File: config.mk
export PLATFORM = sky130hd
export DESIGN_NAME = core_ident_reg
export DESIGN_NICKNAME = d
export VERILOG_FILES = /design/src/rtl/core_ident_pkg.sv /design/src/rtl/core_ident_words.sv /design/src/rtl/core_ident_seq.sv /design/src/rtl/core_ident_reg.sv
export SDC_FILE = /design/constraint.sdc
export NUM_CORES = 1
export LEC_CHECK = 0
export BUFFER_PORTS_ARGS = -buffer_cell sky130_fd_sc_hd__buf_2
export CAP_MARGIN = 5
export CORE_AREA = 2 2 39 41
export DETAILED_ROUTE_END_ITERATION = 10
export DIE_AREA = 0 0 41 43
export GPL_TIMING_DRIVEN = 0
export SLEW_MARGIN = 20
export SYNTH_ARGS = -nofsm -noshare
export SYNTH_HDL_FRONTEND = slang
export SYNTH_SLANG_ARGS = --single-unit
File: constraint.sdc
create_clock -name clk -period 1.3 [get_ports clk]
set_input_delay 0.26 -clock clk [delete_from_list [all_inputs] [get_ports clk]]
set_output_delay 0.26 -clock clk [all_outputs]
set_load 0.05 [all_outputs]
File: src/rtl/core_ident_pkg.sv
package core_ident_pkg;
   localparam int DATA_W    = 16;
   localparam int TAG_W     = 2;
   localparam int NUM_WORDS = 4;
   localparam int BODY_W    = DATA_W - TAG_W;

   localparam int ID_W    = 8;
   localparam int LINE_W  = 1;
   localparam int VEC_W   = 5;
   localparam int YEAR_W  = 5;
   localparam int MAJ_W   = 4;
   localparam int MIN_W   = 5;
   localparam int MONTH_W = 4;
   localparam int DAY_W   = 5;
   localparam int NVEC_W  = 4;

   typedef logic [TAG_W-1:0]  pos_t;
   typedef logic [DATA_W-1:0] word_t;
   typedef logic [BODY_W-1:0] body_t;
endpackage

File: src/rtl/core_ident_words.sv
module core_ident_words
   import core_ident_pkg::*;
#(
   parameter int CORE_ID    = 0,
   parameter int IRQ_LINE   = 0,
   parameter int IRQ_VEC    = 0,
   parameter int YEAR_OFS   = 0,
   parameter int VER_MAJOR  = 0,
   parameter int VER_MINOR  = 0,
   parameter int MONTH      = 1,
   parameter int DAY        = 1,
   parameter int NVEC_M1    = 15
) (
   output logic [NUM_WORDS-1:0][DATA_W-1:0] words_o
);
   localparam body_t BODY0 = body_t'({LINE_W'(IRQ_LINE), VEC_W'(IRQ_VEC), ID_W'(CORE_ID)});
   localparam body_t BODY1 = body_t'({YEAR_W'(YEAR_OFS), MAJ_W'(VER_MAJOR), MIN_W'(VER_MINOR)});
   localparam body_t BODY2 = body_t'({2'b00, MONTH_W'(MONTH), 3'b000, DAY_W'(DAY)});
   localparam body_t BODY3 = body_t'({10'd0, NVEC_W'(NVEC_M1)});

   // Elaboration-time range checks on every field value.
   if (CORE_ID < 0 || CORE_ID >= (1 << ID_W)) begin : g_bad_id
      $error("CORE_ID out of range");
   end
   if (IRQ_LINE < 0 || IRQ_LINE >= (1 << LINE_W)) begin : g_bad_line
      $error("IRQ_LINE out of range");
   end
   if (IRQ_VEC < 0 || IRQ_VEC >= (1 << VEC_W)) begin : g_bad_vec
      $error("IRQ_VEC out of range");
   end
   if (YEAR_OFS < 0 || YEAR_OFS >= (1 << YEAR_W)) begin : g_bad_year
      $error("YEAR_OFS out of range");
   end
   if (VER_MAJOR < 0 || VER_MAJOR >= (1 << MAJ_W)) begin : g_bad_major
      $error("VER_MAJOR out of range");
   end
   if (VER_MINOR < 0 || VER_MINOR >= (1 << MIN_W)) begin : g_bad_minor
      $error("VER_MINOR out of range");
   end
   if (MONTH < 1 || MONTH > 12) begin : g_bad_month
      $error("MONTH must be 1..12");
   end
   if (DAY < 1 || DAY > 31) begin : g_bad_day
      $error("DAY must be 1..31");
   end
   if (NVEC_M1 < 0 || NVEC_M1 >= (1 << NVEC_W)) begin : g_bad_nvec
      $error("NVEC_M1 out of range");
   end

   // Each word carries its own sequence position in the top bits.
   for (genvar i = 0; i < NUM_WORDS; i++) begin : g_word
      body_t body;
      if (i == 0) begin : g_b0
         assign body = BODY0;
      end else if (i == 1) begin : g_b1
         assign body = BODY1;
      end else if (i == 2) begin : g_b2
         assign body = BODY2;
      end else begin : g_b3
         assign body = BODY3;
      end
      assign words_o[i] = {pos_t'(i), body};
   end
endmodule

File: src/rtl/core_ident_seq.sv
module core_ident_seq
   import core_ident_pkg::*;
#(
   parameter int ADDR_W = 4
) (
   input  logic              clk,
   input  logic              rst_n,
   input  logic              cs,
   input  logic [ADDR_W-1:0] addr,
   input  logic              rd_en,
   output logic              accept_o,
   output pos_t              pos_o
);
   logic hit;
   logic hit_q;
   pos_t pos_q;

   assign hit      = cs && rd_en && (addr == '0);
   assign accept_o = hit && !hit_q;
   assign pos_o    = pos_q;

   always_ff @(posedge clk) begin
      if (!rst_n) begin
         hit_q <= 1'b0;
         pos_q <= '0;
      end else begin
         hit_q <= hit;
         if (accept_o) begin
            pos_q <= pos_q + 1'b1;
         end
      end
   end

   AST_POS_STEP: assert property (@(posedge clk) disable iff (!rst_n)
      accept_o |=> pos_q == pos_t'($past(pos_q) + 1'b1));
   AST_POS_WRAP: assert property (@(posedge clk) disable iff (!rst_n)
      (accept_o && pos_q == 2'b11) |=> pos_q == 2'b00);
   AST_HELD_ONCE: assert property (@(posedge clk) disable iff (!rst_n)
      (hit && $past(hit) && $past(rst_n)) |=> $stable(pos_q));
   AST_MISS_HOLDS: assert property (@(posedge clk) disable iff (!rst_n)
      !hit |=> $stable(pos_q));
endmodule

File: src/rtl/core_ident_reg.sv
module core_ident_reg
   import core_ident_pkg::*;
#(
   parameter int ADDR_W    = 4,
   parameter int CORE_ID   = 0,
   parameter int IRQ_LINE  = 0,
   parameter int IRQ_VEC   = 0,
   parameter int YEAR_OFS  = 0,
   parameter int VER_MAJOR = 0,
   parameter int VER_MINOR = 0,
   parameter int MONTH     = 1,
   parameter int DAY       = 1,
   parameter int NVEC_M1   = 15
) (
   input  logic              clk,
   input  logic              rst_n,
   input  logic              cs,
   input  logic [ADDR_W-1:0] addr,
   input  logic              rd_en,
   input  logic              wr_en,
   output logic [15:0]       rd_data
);
   logic [NUM_WORDS-1:0][DATA_W-1:0] words;
   logic  accept;
   pos_t  pos;
   word_t data_q;

   core_ident_words #(
      .CORE_ID(CORE_ID), .IRQ_LINE(IRQ_LINE), .IRQ_VEC(IRQ_VEC),
      .YEAR_OFS(YEAR_OFS), .VER_MAJOR(VER_MAJOR), .VER_MINOR(VER_MINOR),
      .MONTH(MONTH), .DAY(DAY), .NVEC_M1(NVEC_M1)
   ) u_words (
      .words_o(words)
   );

   core_ident_seq #(.ADDR_W(ADDR_W)) u_seq (
      .clk(clk), .rst_n(rst_n), .cs(cs), .addr(addr), .rd_en(rd_en),
      .accept_o(accept), .pos_o(pos)
   );

   always_ff @(posedge clk) begin
      if (!rst_n) begin
         data_q <= '0;
      end else if (accept) begin
         data_q <= words[pos];
      end
   end

   assign rd_data = data_q;

   AST_TAG_MATCH: assert property (@(posedge clk) disable iff (!rst_n)
      accept |=> rd_data[15:14] == $past(pos));
   AST_DATE_PADS: assert property (@(posedge clk) disable iff (!rst_n)
      (rd_data[15:14] == 2'b10) |-> (rd_data[13:12] == 2'b00 && rd_data[7:5] == 3'b000));
   AST_COUNT_PADS: assert property (@(posedge clk) disable iff (!rst_n)
      (rd_data[15:14] == 2'b11) |-> (rd_data[13:4] == '0));
   AST_WRITE_INERT: assert property (@(posedge clk) disable iff (!rst_n)
      (wr_en && !rd_en) |=> $stable(rd_data));
endmodule

==> run summary <==
==================================================================================
Status                                                                finished, final reports clean
Worst hold slack after final layout                                       0.275 ns
First-pass GRT wire length                                                  841 um
Clock Latency Late Sink                                                    0.25 ns
Total number of vias                                                           295
Maximum fanout encountered on the critical timing path                           4
Cell row count                                                                  14
Post-CTS setup buffer count                                                      0
Type of the setup path with the least slack                                reg2out
Proportion of total power due to net switching                               0.293
Clock network power share                                                    0.383
Total global routing overflow                                                    0
Minimum clock period after layout                                          1.21 ns
Distinct cells, synth                                                           13
Depth of the CTS H-tree                                                          1
Vias per inst                                                                 3.43
Number of failing setup endpoints in the final timing report                     0
Clock slew at reported path FFs                                            0.06 ns
PwrDens                                                                 921 nW/um2
CP Launch Type                                                                flop
Worst reg-to-reg setup slack                                               0.32 ns
Crit end category                                                     primary output
Die Span X                                                                   41 um
Final worst setup slack                                                  0.0856 ns
Arrival time reported for the critical path endpoint                       0.95 ns
Post-route clock period utilization                                          0.934
Number of DRC markers in iteration 0                                             0
Layout Skew                                                              0.0104 ns
Detailed-route wire length per cell                                        6.94 um
Cell depth of the worst min-delay path                                           3
Combinational power share                                                    0.197
F_max                                                                      823 MHz
Maximum number of pins on one net before global-route repair                    11
Leakage component of the power                                         0.000360 uW
Data required time of the worst path                                       1.04 ns
Combined global-route utilization of all metal layers                       0.0755
Cell Count Post-Placement                                                       82
Final Instance Count excl. Fillers                                              86
Power Internal                                                              363 uW
Antenna violations before repair                                                 0
Total iterations of the first detailed-routing run                               1
Number of warnings printed during yosys synthesis                                0
Mapped Avg Cell Area                                                      9.33 um2
Type of the most critical hold path                                         in2reg
Number of clock buffers inserted by TritonCTS                                    3
Vertical die dimension                                                       43 um
Cell type contributing the most total cell area after synthesis            dfxtp_1
Die area                                                                  1760 um2
DRC violations left                                                              0
CTS resizes                                                                      0
Core region area                                                          1380 um2
Cells taking the most area after synthesis                            dfxtp_1, buf_4, mux2i_1
Logic depth of the worst register-to-register path                               4
Routed WL                                                                   597 um
Number of max-cap violations                                                     0
Seq pwr share                                                                0.420
Portion of synthesized cell area occupied by the leading cell type           0.341
Clock root buffer                                                         clkbuf_4
Diodes inserted                                                                  0
Peak supply drop                                                          0.265 mV
Buffers added on ports                                                          14
Maximum number of buffers from clock root to sink                                2
Initial standard-cell utilization of the core                                0.297
Core Util, Final                                                             0.402
Proportion of synthesized chip area in sequential cells                      0.341
Final net count                                                                 82
Via count of the first global-routing pass                                     226
Post-synthesis cell count                                                       44
Post-placement worst setup slack                                          0.213 ns
Net switching power                                                         150 uW
Hold buffers post-CTS                                                            0
Clock tree from TritonCTS                                                      yes
Number of flip-flops and latches in the synthesized netlist                      7
RSZ-0062 raised after global routing                                            no
Detail Route Antenna Nets                                                        0
Count of pins on the block boundary                                             25
Post-route setup TNS                                                          0 ns
Fraction of layout instances using a drive strength above 1                  0.457
Mapped Area                                                                410 um2
# clock sinks                                                                    7
Final max-slew violation count                                                   0
Signed area change from the synthesized netlist to the final layout          35.7%
RD Place Congestion                                                          0.673
Number of hold violations in the final report                                    0
==================================================================================
[Yosys cell counts, drive strengths merged]
master	count
buf	12
dfxtp	7
and3	1
nand2b	1
inv	1
nand3b	1
nand2	9
conb	1
and4bb	1
mux2i	6
clkbuf	1
ha	2
nor2	1
[final cells by class]
| type | count | area (um2) |
|---|---|---|
| fill | 155 | 827 |
| buffer | 13 | 93.8 |
| sequential | 7 | 140 |
| multi-input combinational | 31 | 203 |
| tap | 16 | 20.0 |
| timing repair buffer | 14 | 70.1 |
| clock buffer | 4 | 26.3 |
| inverter | 1 | 3.75 |
[cell families after synthesis]
| group | synth area share |
|---|---|
| muxes | 0.146 |
| and+or+nand+nor | 0.204 |
| buffers and inverters | 0.238 |
| adders and majority gates | 0.0610 |
| DFF | 0.341 |
| other | 0.00914 |
[critical path, cell delays in order, from the launching register on]
cell,delay [ns]
dfxtp_1,0.36
buf_4,0.11
buf_2,0.24
[worst paths after layout]
kind | start | to
worst max-delay path | rd_data[3] | rd_data[3]
worst min-delay path | rst_n | u_seq.pos_o[1]
worst max register to register | u_seq.pos_o[0] | u_seq.pos_o[1]
worst min register to register | rd_data[8] | rd_data[8]
[metal layers]
layer / up-vias / GRT usage / part of all wire
li1: 172 / - / -
met2: 8 / 0.0969 / 0.51
met3: 0 / 0.0157 / 0.065
met5: - / 0 / 0
met1: 115 / 0.0844 / 0.43
met4: 0 / 0.100 / 0
[state kept, by name (all words and copies together) (netlist names)]
signal,cells
rd_data,4
u_seq.hit_q,1
u_seq.pos_o,2
[power groups by stage]
stage | clock [uW] | sequential (uW) | combinational (uW)
CTS | 203 | 216 | 100
global route | 217 | 215 | 107
detailed placement | 0 | 220 | 100
global placement | 0 | 220 | 99.9
finish | 196 | 216 | 101
floorplan | 0 | 220 | 88.4
[through the flow]
stage                     instance area (um2)  power [uW]
final                                     557         513
after global routing                      557         539
after CTS                                 557         518
after detailed placement                  531         320
after global placement                    531         320
after floorplan                           440         309
[cells in the final DEF, fill, tap and decap left out, drive strengths merged]
cell	count
and3	1
mux2i	6
buf	26
and4bb	1
dfxtp	7
ha	2
conb	9
nor2	1
nand3b	1
inv	1
nand2b	1
clkbuf	5
nand2	9
(Power assumes the default switching activity.)
